### src/rtl/sisc_pkg.sv
// Shared constants and types for the shared interrupt source controller.
// Assumes byte addressing with 32-bit words; bit-per-line blocks span 32 bytes.
package sisc_pkg;
    localparam int ADDR_W = 11;

    // Block selector is addr[10:5] for the low half of the map.
    localparam logic [5:0] BLK_CTRL = 6'd0;
    localparam logic [5:0] BLK_POL  = 6'd2;
    localparam logic [5:0] BLK_TRIG = 6'd3;
    localparam logic [5:0] BLK_DUAL = 6'd4;
    localparam logic [5:0] BLK_MSET = 6'd5;
    localparam logic [5:0] BLK_MCLR = 6'd6;
    localparam logic [5:0] BLK_MASK = 6'd7;
    localparam logic [5:0] BLK_PEND = 6'd8;

    // Word index inside the control block.
    localparam logic [2:0] CTRL_CFG  = 3'd0;
    localparam logic [2:0] CTRL_EDGE = 3'd1;

    typedef struct packed {
        logic       to_pin;
        logic       to_nmi;
        logic [5:0] pin;
    } route_t;
endpackage

### src/rtl/sisc_line.sv
// Conditions one interrupt line into a pending bit.
// Assumes in_i is synchronous to clk and low during reset. Edge state is
// sticky until a software clear; a hardware edge wins over a same-cycle clear.
module sisc_line (
    input  logic clk,
    input  logic rst_n,
    input  logic in_i,
    input  logic pol_i,
    input  logic trig_i,
    input  logic dual_i,
    input  logic sw_set_i,
    input  logic sw_clr_i,
    output logic pend_o
);
    logic in_q;
    logic edge_q;
    logic rise;
    logic fall;
    logic hit;

    // Detect the configured edge against the previous-cycle input.
    always_comb begin
        rise = in_i & ~in_q;
        fall = ~in_i & in_q;
        if (dual_i) hit = trig_i & (rise | fall);
        else        hit = trig_i & (pol_i ? rise : fall);
    end

    // Keep the previous input and the latched edge state.
    always_ff @(posedge clk) begin
        if (!rst_n) begin
            in_q   <= 1'b0;
            edge_q <= 1'b0;
        end else begin
            in_q   <= in_i;
            edge_q <= hit | sw_set_i | (edge_q & ~sw_clr_i);
        end
    end

    // Select the level view or the latched edge view.
    assign pend_o = trig_i ? edge_q : (pol_i ? in_i : ~in_i);

    assert_edge_sticky_R5: assert property (@(posedge clk) disable iff (!rst_n)
        (edge_q && !sw_clr_i) |=> edge_q);
    assert_single_edge_R3: assert property (@(posedge clk) disable iff (!rst_n)
        (trig_i && !dual_i && pol_i && in_i && !in_q) |=> edge_q);
    assert_dual_edge_R4: assert property (@(posedge clk) disable iff (!rst_n)
        (trig_i && dual_i && (in_i != in_q)) |=> edge_q);
    assert_sw_clear_R5: assert property (@(posedge clk) disable iff (!rst_n)
        (sw_clr_i && !sw_set_i && !trig_i) |=> !edge_q);
endmodule

### src/rtl/sisc_regs.sv
// Register bank: line configuration, mask, routes, edge commands and read mux.
// Assumes NUM_LINES <= 255 so the count fits its 8-bit config field.
module sisc_regs
    import sisc_pkg::*;
#(
    parameter int NUM_LINES = 8
) (
    input  logic                        clk,
    input  logic                        rst_n,
    input  logic                        wr_en,
    input  logic [ADDR_W-1:0]           addr,
    input  logic [31:0]                 wdata,
    output logic [31:0]                 rdata,
    input  logic [NUM_LINES-1:0]        pend_i,
    output logic [NUM_LINES-1:0]        pol_o,
    output logic [NUM_LINES-1:0]        trig_o,
    output logic [NUM_LINES-1:0]        dual_o,
    output logic [NUM_LINES-1:0]        mask_o,
    output logic [NUM_LINES-1:0]        sw_set_o,
    output logic [NUM_LINES-1:0]        sw_clr_o,
    output route_t [NUM_LINES-1:0]      route_o
);
    logic [5:0] blk;
    logic       is_route;
    logic       unused_bits;

    assign blk         = addr[10:5];
    assign is_route    = addr[10];
    assign unused_bits = ^{addr[1:0], wdata[29:8]};

    // Store configuration, mask and route state on bus writes.
    always_ff @(posedge clk) begin
        if (!rst_n) begin
            pol_o   <= '1;
            trig_o  <= '0;
            dual_o  <= '0;
            mask_o  <= '0;
            route_o <= '0;
        end else if (wr_en) begin
            for (int i = 0; i < NUM_LINES; i++) begin
                if (!is_route && int'(addr[4:2]) == i / 32) begin
                    case (blk)
                        BLK_POL:  pol_o[i]  <= wdata[i % 32];
                        BLK_TRIG: trig_o[i] <= wdata[i % 32];
                        BLK_DUAL: dual_o[i] <= wdata[i % 32];
                        BLK_MSET: if (wdata[i % 32]) mask_o[i] <= 1'b1;
                        BLK_MCLR: if (wdata[i % 32]) mask_o[i] <= 1'b0;
                        default:  ;
                    endcase
                end
                if (is_route && int'(addr[9:2]) == i)
                    route_o[i] <= '{to_pin: wdata[31], to_nmi: wdata[30], pin: wdata[5:0]};
            end
        end
    end

    // Decode edge-command writes into per-line set and clear pulses.
    always_comb begin
        sw_set_o = '0;
        sw_clr_o = '0;
        for (int i = 0; i < NUM_LINES; i++) begin
            if (wr_en && !is_route && blk == BLK_CTRL && addr[4:2] == CTRL_EDGE
                && int'(wdata[7:0]) == i) begin
                sw_set_o[i] = wdata[31];
                sw_clr_o[i] = ~wdata[31];
            end
        end
    end

    // Return the addressed word.
    always_comb begin
        rdata = '0;
        if (is_route) begin
            for (int i = 0; i < NUM_LINES; i++)
                if (int'(addr[9:2]) == i)
                    rdata = {route_o[i].to_pin, route_o[i].to_nmi, 24'd0, route_o[i].pin};
        end else if (blk == BLK_CTRL) begin
            if (addr[4:2] == CTRL_CFG) rdata[23:16] = 8'(NUM_LINES);
        end else begin
            for (int i = 0; i < NUM_LINES; i++) begin
                if (int'(addr[4:2]) == i / 32) begin
                    case (blk)
                        BLK_POL:  rdata[i % 32] = pol_o[i];
                        BLK_TRIG: rdata[i % 32] = trig_o[i];
                        BLK_DUAL: rdata[i % 32] = dual_o[i];
                        BLK_MASK: rdata[i % 32] = mask_o[i];
                        BLK_PEND: rdata[i % 32] = pend_i[i];
                        default:  ;
                    endcase
                end
            end
        end
    end

    assert_mask_only_by_write_R7: assert property (@(posedge clk) disable iff (!rst_n)
        !(wr_en && !is_route && (blk == BLK_MSET || blk == BLK_MCLR)) |=> $stable(mask_o));
endmodule

### src/rtl/sisc_route.sv
// Merges active lines onto output pins and the non-maskable output.
// Assumes act_i is already pending-and-unmasked; out-of-range pins are dropped.
module sisc_route
    import sisc_pkg::*;
#(
    parameter int NUM_LINES = 8,
    parameter int NUM_PINS  = 4
) (
    input  logic [NUM_LINES-1:0]   act_i,
    input  route_t [NUM_LINES-1:0] route_i,
    output logic [NUM_PINS-1:0]    pin_o,
    output logic                   nmi_o
);
    // OR each active line into its selected destinations.
    always_comb begin
        pin_o = '0;
        nmi_o = 1'b0;
        for (int i = 0; i < NUM_LINES; i++) begin
            if (act_i[i]) begin
                if (route_i[i].to_nmi) nmi_o = 1'b1;
                if (route_i[i].to_pin)
                    for (int p = 0; p < NUM_PINS; p++)
                        if (route_i[i].pin == 6'(p)) pin_o[p] = 1'b1;
            end
        end
    end
endmodule

### src/rtl/sisc_top.sv
// Shared interrupt source controller top: per-line conditioning, register
// bank and output routing. Assumes irq_in is synchronous to clk.
module sisc_top
    import sisc_pkg::*;
#(
    parameter int NUM_LINES = 8,
    parameter int NUM_PINS  = 4
) (
    input  logic                 clk,
    input  logic                 rst_n,
    input  logic [NUM_LINES-1:0] irq_in,
    input  logic                 wr_en,
    input  logic [ADDR_W-1:0]    addr,
    input  logic [31:0]          wdata,
    output logic [31:0]          rdata,
    output logic [NUM_PINS-1:0]  pin_out,
    output logic                 nmi_out
);
    logic [NUM_LINES-1:0]   pend;
    logic [NUM_LINES-1:0]   pol;
    logic [NUM_LINES-1:0]   trig;
    logic [NUM_LINES-1:0]   dual;
    logic [NUM_LINES-1:0]   mask;
    logic [NUM_LINES-1:0]   sw_set;
    logic [NUM_LINES-1:0]   sw_clr;
    route_t [NUM_LINES-1:0] route;

    sisc_regs #(.NUM_LINES(NUM_LINES)) u_regs (
        .clk(clk), .rst_n(rst_n), .wr_en(wr_en), .addr(addr), .wdata(wdata),
        .rdata(rdata), .pend_i(pend), .pol_o(pol), .trig_o(trig), .dual_o(dual),
        .mask_o(mask), .sw_set_o(sw_set), .sw_clr_o(sw_clr), .route_o(route)
    );

    for (genvar g = 0; g < NUM_LINES; g++) begin : g_line
        sisc_line u_line (
            .clk(clk), .rst_n(rst_n), .in_i(irq_in[g]), .pol_i(pol[g]),
            .trig_i(trig[g]), .dual_i(dual[g]), .sw_set_i(sw_set[g]),
            .sw_clr_i(sw_clr[g]), .pend_o(pend[g])
        );
    end

    sisc_route #(.NUM_LINES(NUM_LINES), .NUM_PINS(NUM_PINS)) u_route (
        .act_i(pend & mask), .route_i(route), .pin_o(pin_out), .nmi_o(nmi_out)
    );

    assert_masked_silent_R8: assert property (@(posedge clk) disable iff (!rst_n)
        (mask == '0) |-> (pin_out == '0 && !nmi_out));
endmodule

### config.mk
export PLATFORM = sky130hd
export DESIGN_NAME = sisc_top
export DESIGN_NICKNAME = d
export VERILOG_FILES = /design/src/rtl/sisc_pkg.sv /design/src/rtl/sisc_line.sv /design/src/rtl/sisc_regs.sv /design/src/rtl/sisc_route.sv /design/src/rtl/sisc_top.sv
export SDC_FILE = /design/constraint.sdc
export NUM_CORES = 1
export LEC_CHECK = 0
export BUFFER_PORTS_ARGS = -buffer_cell sky130_fd_sc_hd__buf_2
export CAP_MARGIN = 0
export CORE_UTILIZATION = 57
export DETAILED_ROUTE_END_ITERATION = 10
export MAX_ROUTING_LAYER = met4
export PLACE_DENSITY = 0.79
export RECOVER_POWER = 25
export SYNTH_ARGS = -nofsm -noshare
export SYNTH_HDL_FRONTEND = slang
export SYNTH_HIERARCHICAL = 1
export SYNTH_SLANG_ARGS = --single-unit
### constraint.sdc
create_clock -name clk -period 5.2 [get_ports clk]
set_clock_uncertainty 0.1 [all_clocks]
set_input_delay 1.56 -clock clk [delete_from_list [all_inputs] [get_ports clk]]
set_output_delay 1.56 -clock clk [all_outputs]
set_load 0.005 [all_outputs]
==> impl_metrics.env, run 1 <==
export IMPL_status="completed"
export IMPL_p_seq_share_pct=50.5
export IMPL_drc_errors=0
export IMPL_cp_max_fo=7
export IMPL_grt_use_met2_pct=49.1
export IMPL_p_sw_share_pct=25.0
export IMPL_max_freq_mhz=194
export IMPL_dp_hpwl_mm=12.7
export IMPL_ys_ff_latch=112
export IMPL_combPwrFrac_pct=7.9
export IMPL_vias=5615
export IMPL_final_common_cell="dfxtp_1"
export IMPL_clockRootBuffer="clkbuf_16"
export IMPL_cp_end_kind="output pin"
export IMPL_drtPass1Iterations=5
export IMPL_power_uw=1710
export IMPL_grt_busiest_layer="met2"
export IMPL_final_util_pct=64.5
export IMPL_clock_tree_buffer_depth=2
export IMPL_synthFlopType="dfxtp_1"
export IMPL_hold_class="flip-flop to flip-flop"
export IMPL_layout_drive_gt1_share_pct=16.6
export IMPL_drt_iter0_drc=572
export IMPL_grt_overflow_total=0
export IMPL_grt_pass1_wl_mm=27.7
export IMPL_drv_slew=0
export IMPL_cts_hold_buf=0
export IMPL_die_x_um=108
export IMPL_die_h_um=108
export IMPL_final_cell_mix="dfxtp_1 (112), nor2_1 (106), mux2i_1 (89), nand2_1 (47), buf_2 (43)"
export IMPL_critical_path_startpoint_type="input port"
export IMPL_fin_crit_sh_pct=99.2
export IMPL_cts_tree="built"
export IMPL_io_pins=91
export IMPL_finalWeightedCongestion=0.985
export IMPL_pre_cts_slack_ns=-0.0560
export IMPL_final_min_clock_period_ns=5.16
export IMPL_nNetsFinal=825
export IMPL_grt_util_met3_pct=7.29
export IMPL_grt_max_degree=65
export IMPL_postSynthAreaPerCell_um2=8.91
export IMPL_use_met1_pct=41.8
export IMPL_grt_antenna_before_repair=0
export IMPL_core_area_um2=10900
export IMPL_ys_seq_area_share_pct=34.7
export IMPL_portBuffers=45
export IMPL_ir_drop_v=0.000265
export IMPL_relSlewSlack_pct=15.3
export IMPL_power_internal_uw=1280
export IMPL_cp_data_required_time_ns=3.54
export IMPL_wl_per_cell_um=19.7
export IMPL_synth_edf_count=0
export IMPL_setup_viol=0
export IMPL_crit_type="input port to output pin"
export IMPL_num_rows=38
export IMPL_drtAntennaViolNets=0
export IMPL_rsz0062_at_grt="no"
export IMPL_fin_ws_ns=0.0412
export IMPL_cp_arrival_ns=3.50
export IMPL_pwr_share_clk_pct=41.6
export IMPL_cts_inserted_buffers=9
export IMPL_area_delta_synth_final_pct=9.21
export IMPL_via_per_inst=6.24
export IMPL_worstMarginPinSlew_ns=1.27
export IMPL_power_switching_uw=426
export IMPL_h_tree_depth=3
export IMPL_powerDensity_nw_per_um2=242
export IMPL_netlist_area_um2=6460
export IMPL_yosys_warnings=6
export IMPL_initial_utilization_pct=59.0
export IMPL_clk_latency_ns=0.36
export IMPL_whs_ns=0.428
export IMPL_p_leak_uw=0.00288
export IMPL_syn_inst=725
export IMPL_drv_cap=0
export IMPL_hold_viol=0
export IMPL_async_flop_share_pct=0
export IMPL_groute_usage_overall_pct=32.3
export IMPL_clk_pin_slew_ns=0.07
export IMPL_die_area_um2=11800
export IMPL_grt_pass1_vias=5121
export IMPL_finalSetupTns_ns=0
export IMPL_routed_wl_mm=17.7
export IMPL_num_antenna_cells=0
export IMPL_clock_sinks=112
export IMPL_synth_cell_types=60
==> path summary, 6_finish.rpt <==
path	startpoint	to	slack [ns]	cells past startpoint
worst min register to register	u_regs/trig_o[1]$_SDFFE_PN0P_	g_line[1].u_line/edge_q$_SDFF_PN0_	0.43	2
worst min-delay path	u_regs/trig_o[1]$_SDFFE_PN0P_	g_line[1].u_line/edge_q$_SDFF_PN0_	0.43	2
worst max-delay path	addr[5]	rdata[5]	0.04	8
worst max register to register	g_line[6].u_line/in_q$_SDFF_PN0_	g_line[6].u_line/edge_q$_SDFF_PN0_	3.95	5
==> final cells by class <==
class / instances / area [um2]
Sequential cell: 112 / 2240
Clock inverter: 7 / 78.8
Inverter: 34 / 128
Timing Repair Buffer: 62 / 348
Tap cell: 140 / 175
Multi-Input combinational cell: 536 / 3850
Fill cell: 901 / 3880
Clock buffer: 9 / 225
==> synth_stat cells (9+ instances only) <==
master    number  share of area [%]
xor2_1         9                1.2
nor3_1        14                1.1
ha_1          16                3.1
dfxtp_1      112                 35
inv_1         32                1.9
a21oi_1       25                1.9
nor4_1        11                1.1
buf_4         22                2.6
a22oi_1       11                1.3
a211oi_1      10                1.2
mux2_2        13                2.3
mux2i_1       89                 14
nor2_1       106                6.2
nand2_1       47                2.7
and2_1        18                1.7
a22o_1         9                1.2
clkbuf_1      35                2.0
==> worst max-delay path: stages <==
cell and delay (ns):
buf_2 0.15, or4_4 0.59, nor2b_1 0.33, buf_4 0.22
a22o_1 0.15, a221oi_1 0.06, o22ai_1 0.27, buf_2 0.17
==> metrics by stage <==
step	instances	cell area, um2
after detailed placement	882	6720
after CTS	898	7030
after global placement	882	6720
after floorplan	745	6530
final	900	7050
after global routing	900	7050
==> cell families (layout without fill, tap and decap cells) <==
logic type / after synthesis / count (layout) / share of synthesized area [%]
AND/OR/NAND/NOR: 260 / 260 / 20.3
multiplexers: 118 / 118 / 20.7
flip-flops: 112 / 112 / 34.7
AO/OA/AOI/OAI: 111 / 111 / 12.7
buffers and inverters: 97 / 112 / 7.05
adder cells (fa/ha/maj): 16 / 16 / 3.10
XOR/XNOR: 10 / 10 / 1.36
other: 1 / 21 / 0.0581
==> sequential cells by signal, indices dropped and copies added (netlist names) <==
name / count
u_regs/route_o: 64
g_line.u_line/edge_q: 8
g_line.u_line/in_q: 8
u_regs/dual_o: 8
u_regs/mask_o: 8
u_regs/pol_o: 8
u_regs/trig_o: 8
==> what timing repair did <==
action                                  CTS  global route
resized for setup                         2             3
endpoints found under the setup margin    3             4
cloned                                    0             0
setup buffers                             0             2
pin swaps                                 0             3
==> power by group through the flow <==
stage	Clock [uW]	Combinational (uW)	Sequential (uW)
after global routing	757	146	863
after floorplan	0	96.7	882
after CTS	725	131	863
final	711	134	863
after global placement	0	127	883
after detailed placement	0	131	883
==> metal layers <==
layer | vias up | wire length, um
met5 | - | 0
met3 | 34 | 1400
li1 | 2597 | -
met1 | 2700 | 7590
met4 | 0 | 501
met2 | 284 | 8220
Power figures use the tool's default switching activity.
==> inputs of run 2 (changes only) <==
==> constraint.sdc (replaced) <==
create_clock -name clk -period 4.85 [get_ports clk]
set_clock_uncertainty 0.1 [all_clocks]
set_input_delay 1.455 -clock clk [delete_from_list [all_inputs] [get_ports clk]]
set_output_delay 1.455 -clock clk [all_outputs]
set_load 0.005 [all_outputs]
==> impl_metrics.env, run 2 (synthesis gave the netlist of run 1 again) <==
export IMPL_hold_viol=0
export IMPL_cp_data_required_time_ns=3.29
export IMPL_core_area_um2=10900
export IMPL_die_x_um=108
export IMPL_cp_cell_sequence="buf_2 -> xor2_1 -> o21ai_1 -> and2_1 -> nand2_1 -> nor3_1 -> a2111oi_0 -> o2111ai_2 -> buf_2"
export IMPL_failed_checks="negative setup slack"
export IMPL_die_area_um2=11800
export IMPL_rsz0062_at_grt="yes"
export IMPL_crit_type="input port to output pin"
export IMPL_via_per_inst=6.20
export IMPL_num_rows=38
export IMPL_whs_ns=0.424
export IMPL_setup_viol=2
export IMPL_io_pins=91
export IMPL_critical_path_startpoint_type="input port"
export IMPL_cts_inserted_buffers=9
export IMPL_grt_antenna_before_repair=1
export IMPL_clk_latency_ns=0.36
export IMPL_powerDensity_nw_per_um2=257
export IMPL_cpPeakStageDelay_ns=0.74
export IMPL_grt_pass1_vias=5179
export IMPL_drtAntennaViolNets=0
export IMPL_max_freq_mhz=200
export IMPL_drv_cap=0
export IMPL_finalWeightedCongestion=0.999
export IMPL_final_util_pct=65.3
export IMPL_worstMarginPinSlew_ns=1.16
export IMPL_ir_drop_v=0.000309
export IMPL_pre_cts_slack_ns=-0.101
export IMPL_clockRootBuffer="clkbuf_16"
export IMPL_fill_cells=898
export IMPL_grt_max_degree=51
export IMPL_routed_wl_mm=18.0
export IMPL_timing_reg2reg_setup_slack_ns=3.60
export IMPL_area_delta_synth_final_pct=10.6
export IMPL_initial_utilization_pct=59.0
export IMPL_final_cell_mix="dfxtp_1 (112), nor2_1 (106), mux2i_1 (89), nand2_1 (47), buf_2 (43)"
export IMPL_drc_errors=0
export IMPL_wl_per_cell_um=19.8
export IMPL_fin_ws_ns=-0.150
export IMPL_hold_class="flip-flop to flip-flop"
export IMPL_status="finished, violations left"
export IMPL_drv_slew=0
export IMPL_cpMostUsedCell="buf_2"
export IMPL_h_tree_depth=3
export IMPL_clock_tree_buffer_depth=2
export IMPL_startpoint="irq_in[7]"
export IMPL_layout_drive_gt1_share_pct=17.7
export IMPL_hold_path_startpoint="u_regs/trig_o[1]$_SDFFE_PN0P_"
export IMPL_final_common_cell="dfxtp_1"
export IMPL_dp_hpwl_mm=13.1
export IMPL_groute_usage_overall_pct=31.9
export IMPL_fin_crit_sh_pct=103
export IMPL_fin_area_um2=7140
export IMPL_cts_tree="built"
export IMPL_r2r_start="g_line[4].u_line/in_q$_SDFF_PN0_"
export IMPL_final_min_clock_period_ns=5.00
export IMPL_die_h_um=108
export IMPL_largest_reg_flops=64
export IMPL_cp_arrival_ns=3.44
export IMPL_nNetsFinal=834
export IMPL_largest_register="u_regs/route_o"
export IMPL_grt_overflow_total=0
export IMPL_cp_end_kind="output pin"
export IMPL_drtPass1Iterations=6
export IMPL_drt_iter0_drc=507
export IMPL_portBuffers=45
export IMPL_dpl_instance_area_um2=6790
export IMPL_clk_pin_slew_ns=0.07
export IMPL_grt_pass1_wl_mm=27.2
export IMPL_cp_max_fo=4
export IMPL_vias=5629
export IMPL_p_leak_uw=0.00295
export IMPL_relSlewSlack_pct=22.7
export IMPL_power_uw=1830
export IMPL_clock_sinks=112
export IMPL_slowest_stage="a2111oi_0"
-- run 2: routing by layer --
metal	track usage, %	part of all wire (%)	vias to the layer above
met5	-	0	-
met4	11.6	2.6	0
met3	6.45	8.1	43
met2	50.5	48	259
met1	40.2	42	2714
li1	-	-	2613
-- run 2: path summary, 6_finish.rpt --
| check | depth (start not counted) | endpoint |
|---|---|---|
| worst max-delay path | 9 | pin_out[3] |
| worst min-delay path | 2 | g_line[1].u_line/edge_q$_SDFF_PN0_ |
| worst max register to register | 5 | g_line[4].u_line/edge_q$_SDFF_PN0_ |
| worst min register to register | 2 | g_line[1].u_line/edge_q$_SDFF_PN0_ |
-- run 2: final cells by class --
cell class                      instances  area, um2  share of cell area (%)
Inverter                               34        128                    1.79
Timing Repair Buffer                   71        427                    5.97
Clock buffer                           12        256                    3.59
Tap cell                              140        175                    2.45
Clock inverter                          2       38.8                   0.543
Multi-Input combinational cell        536       3870                    54.2
Sequential cell                       112       2240                    31.4
Antenna cell                            1       2.50                  0.0350
-- run 2: worst max-delay path: cells and delay by family --
kind	cells	cell delay, ns
compound gates	3	1.06
xor+xnor	1	0.16
buf+inv	2	0.30
simple gates	3	0.46
-- run 2: what timing repair did --
| action | CTS | global route |
|---|---|---|
| endpoints found under the setup margin | 2 | 7 |
| gates resized for setup | 3 | 8 |
| cloned | 0 | 0 |
| setup buffers | 2 | 1 |
| pin swaps | 5 | 4 |
| hold buffers | 0 | 0 |
| hold endpoints to repair | 0 | 0 |
-- run 2: power by group --
part | total (uW) | internal [uW] | switching [uW] | leakage, uW
clock network | 757 | 426 | 332 | 0.000145
logic | 151 | 51.6 | 98.9 | 0.00190
registers | 925 | 923 | 2.34 | 0.000904
total | 1830 | 1400 | 433 | 0.00295
-- run 2: metrics by stage --
| stage | cells | TNS (ns) |
|---|---|---|
| 2_1_floorplan | 745 | 0 |
| 3_3_place_gp | 890 | -0.0603 |
| 3_5_place_dp | 890 | -0.193 |
| 4_1_cts | 906 | -0.0846 |
| 5_1_grt | 908 | -0.283 |
| 6_report | 908 | -0.158 |
==> inputs of run 3 (changes only) <==
--- a/config.mk
+++ b/config.mk
@@ -5,12 +5,13 @@
 export SDC_FILE = /design/constraint.sdc
 export NUM_CORES = 1
 export LEC_CHECK = 0
-export BUFFER_PORTS_ARGS = -buffer_cell sky130_fd_sc_hd__buf_2
 export CAP_MARGIN = 0
+export CORE_MARGIN = 2
 export CORE_UTILIZATION = 57
 export DETAILED_ROUTE_END_ITERATION = 10
+export DONT_BUFFER_PORTS = 1
 export MAX_ROUTING_LAYER = met4
-export PLACE_DENSITY = 0.79
+export PLACE_DENSITY = 0.72
 export RECOVER_POWER = 25
 export SYNTH_ARGS = -nofsm -noshare
 export SYNTH_HDL_FRONTEND = slang
==> impl_metrics.env, run 3 (synthesis gave the netlist of run 1 again) <==
export IMPL_status="completed"
export IMPL_r2r_start="g_line[1].u_line/in_q$_SDFF_PN0_"
export IMPL_grt_use_met2_pct=44.5
export IMPL_r2r_end="g_line[1].u_line/edge_q$_SDFF_PN0_"
export IMPL_clk_pin_slew_ns=0.07
export IMPL_h_tree_depth=3
export IMPL_cp_cell_sequence="xor2_1 -> o21ai_1 -> and2_4 -> or4b_1 -> or3_1 -> o22a_1 -> o2111ai_1"
export IMPL_initial_utilization_pct=59.0
export IMPL_clk_latency_ns=0.37
export IMPL_largest_register="u_regs/route_o"
export IMPL_slowest_stage="or4b_1"
export IMPL_critPathTopFamily="simple AND/OR/NAND/NOR gates"
export IMPL_crit_buf_inv=0
export IMPL_die_area_um2=12200
export IMPL_drt_iter0_drc=505
export IMPL_vias=5356
export IMPL_drtAntennaViolNets=0
export IMPL_cts_inserted_buffers=9
export IMPL_clock_sinks=112
export IMPL_power_internal_uw=1360
export IMPL_area_delta_synth_final_pct=4.48
export IMPL_portBuffers=0
export IMPL_max_freq_mhz=211
export IMPL_cp_data_required_time_ns=3.29
export IMPL_die_x_um=110
export IMPL_cp_max_fo=4
export IMPL_seq_area_um2=2240
export IMPL_cts_hold_buf=0
export IMPL_combPwrFrac_pct=4.7
export IMPL_rsz0062_at_grt="no"
export IMPL_num_antenna_cells=0
export IMPL_via_per_inst=6.32
export IMPL_drtPass1Iterations=5
export IMPL_num_rows=38
export IMPL_routed_wl_mm=17.5
export IMPL_relSlewSlack_pct=17.1
export IMPL_hold_viol=0
export IMPL_crit_type="input port to output pin"
export IMPL_clockRootBuffer="clkbuf_16"
export IMPL_whs_endpoint="u_regs/route_o[39]$_SDFFE_PN0P_"
export IMPL_timing_reg2reg_setup_slack_ns=3.57
export IMPL_r2r_cells=5
export IMPL_power_switching_uw=401
export IMPL_die_h_um=110
export IMPL_fin_area_um2=6750
export IMPL_hold_path_startpoint="u_regs/route_o[39]$_SDFFE_PN0P_"
export IMPL_final_min_clock_period_ns=4.75
export IMPL_clock_tree_buffer_depth=2
export IMPL_hold_depth=2
export IMPL_nNetsFinal=772
export IMPL_grt_antenna_before_repair=0
export IMPL_grt_overflow_total=0
export IMPL_grt_pass1_vias=5076
export IMPL_cp_arrival_ns=3.19
export IMPL_cp_end_kind="output pin"
export IMPL_largest_reg_flops=64
export IMPL_groute_usage_overall_pct=29.1
export IMPL_pre_cts_slack_ns=0.0808
export IMPL_setup_viol=0
export IMPL_drv_slew=0
export IMPL_critical_path_startpoint_type="input port"
export IMPL_io_pins=91
export IMPL_p_sw_share_pct=22.8
export IMPL_wl_per_cell_um=20.7
export IMPL_core_area_um2=10900
export IMPL_fin_ws_ns=0.103
export IMPL_cpPeakStageDelay_ns=0.47
export IMPL_p_seq_share_pct=52.5
export IMPL_grt_pass1_wl_mm=27.4
export IMPL_drc_errors=0
export IMPL_drv_cap=0
export IMPL_pwr_share_clk_pct=42.8
export IMPL_fin_crit_sh_pct=97.9
export IMPL_p_leak_uw=0.00264
export IMPL_finalSetupTns_ns=0
export IMPL_layout_drive_gt1_share_pct=10.2
export IMPL_finalWeightedCongestion=0.961
export IMPL_powerDensity_nw_per_um2=261
export IMPL_cts_tree="built"
export IMPL_grt_util_met3_pct=7.63
export IMPL_final_common_cell="dfxtp_1"
export IMPL_use_met1_pct=36.3
export IMPL_worstMarginPinSlew_ns=1.24
export IMPL_fill_cells=940
export IMPL_ir_drop_v=0.000252
export IMPL_final_cell_mix="dfxtp_1 (112), nor2_1 (106), mux2i_1 (89), nand2_1 (47), inv_1 (32)"
export IMPL_grt_busiest_layer="met2"
export IMPL_dpl_instance_area_um2=6450
export IMPL_multi_input_area_um2=3840
export IMPL_dp_hpwl_mm=12.5
export IMPL_grt_max_degree=64
export IMPL_hold_class="flip-flop to flip-flop"
run 3: what timing repair did:
action                     4_1_cts  5_1_grt
buffers inserted                 0        0
setup endpoints to repair        0        1
resized for setup                0        1
run 3: final cells by class:
class / instances / share of cell area (%)
Inverter: 34 / 1.89
Clock inverter: 7 / 1.06
Multi-Input combinational cell: 536 / 56.9
Tap cell: 140 / 2.60
Timing Repair Buffer: 9 / 1.00
Clock buffer: 9 / 3.34
Sequential cell: 112 / 33.2
run 3: metal layers:
metal	up-vias	routed length (um)
li1	2487	-
met1	2545	7300
met2	270	7950
met3	54	1560
met4	0	733
met5	-	0
run 3: power groups by stage:
| stage | Clock [uW] | Combinational [uW] | Sequential, uW |
|---|---|---|---|
| after floorplan | 0 | 104 | 946 |
| after global placement | 0 | 79.0 | 946 |
| after detailed placement | 0 | 81.3 | 947 |
| after CTS | 762 | 81.9 | 925 |
| after global routing | 792 | 91.0 | 925 |
| final | 753 | 83.2 | 925 |
run 3: how the worst max path moves through the flow:
stage            endpoint  cells past startpoint      start  slack (ns)
2_1_floorplan  pin_out[1]                      7  irq_in[0]        0.35
3_3_place_gp   pin_out[1]                      7  irq_in[0]        0.07
3_5_place_dp   pin_out[1]                      7  irq_in[0]        0.08
4_1_cts        pin_out[3]                      7  irq_in[0]        0.08
5_1_grt        pin_out[1]                      7  irq_in[0]        0.03
6_report       pin_out[3]                      7  irq_in[0]        0.10
run 3: metrics by stage:
step / hold WS [ns] / power [uW] / util, % / cells
global placement: 0.393 / 1030 / 58.9 / 831
detailed placement: 0.405 / 1030 / 58.9 / 831
CTS: 0.422 / 1770 / 61.7 / 847
floorplan: 0.368 / 1050 / - / 745
finish: 0.418 / 1760 / 61.7 / 847
global route: 0.436 / 1810 / 61.7 / 847
run 3: worst register-to-register path, stage by stage, from the launching register on:
cell and delay (ns):
dfxtp_1 0.35, inv_1 0.05, ha_1 0.17, mux2_4 0.26, o211ai_2 0.15, a21boi_1 0.09
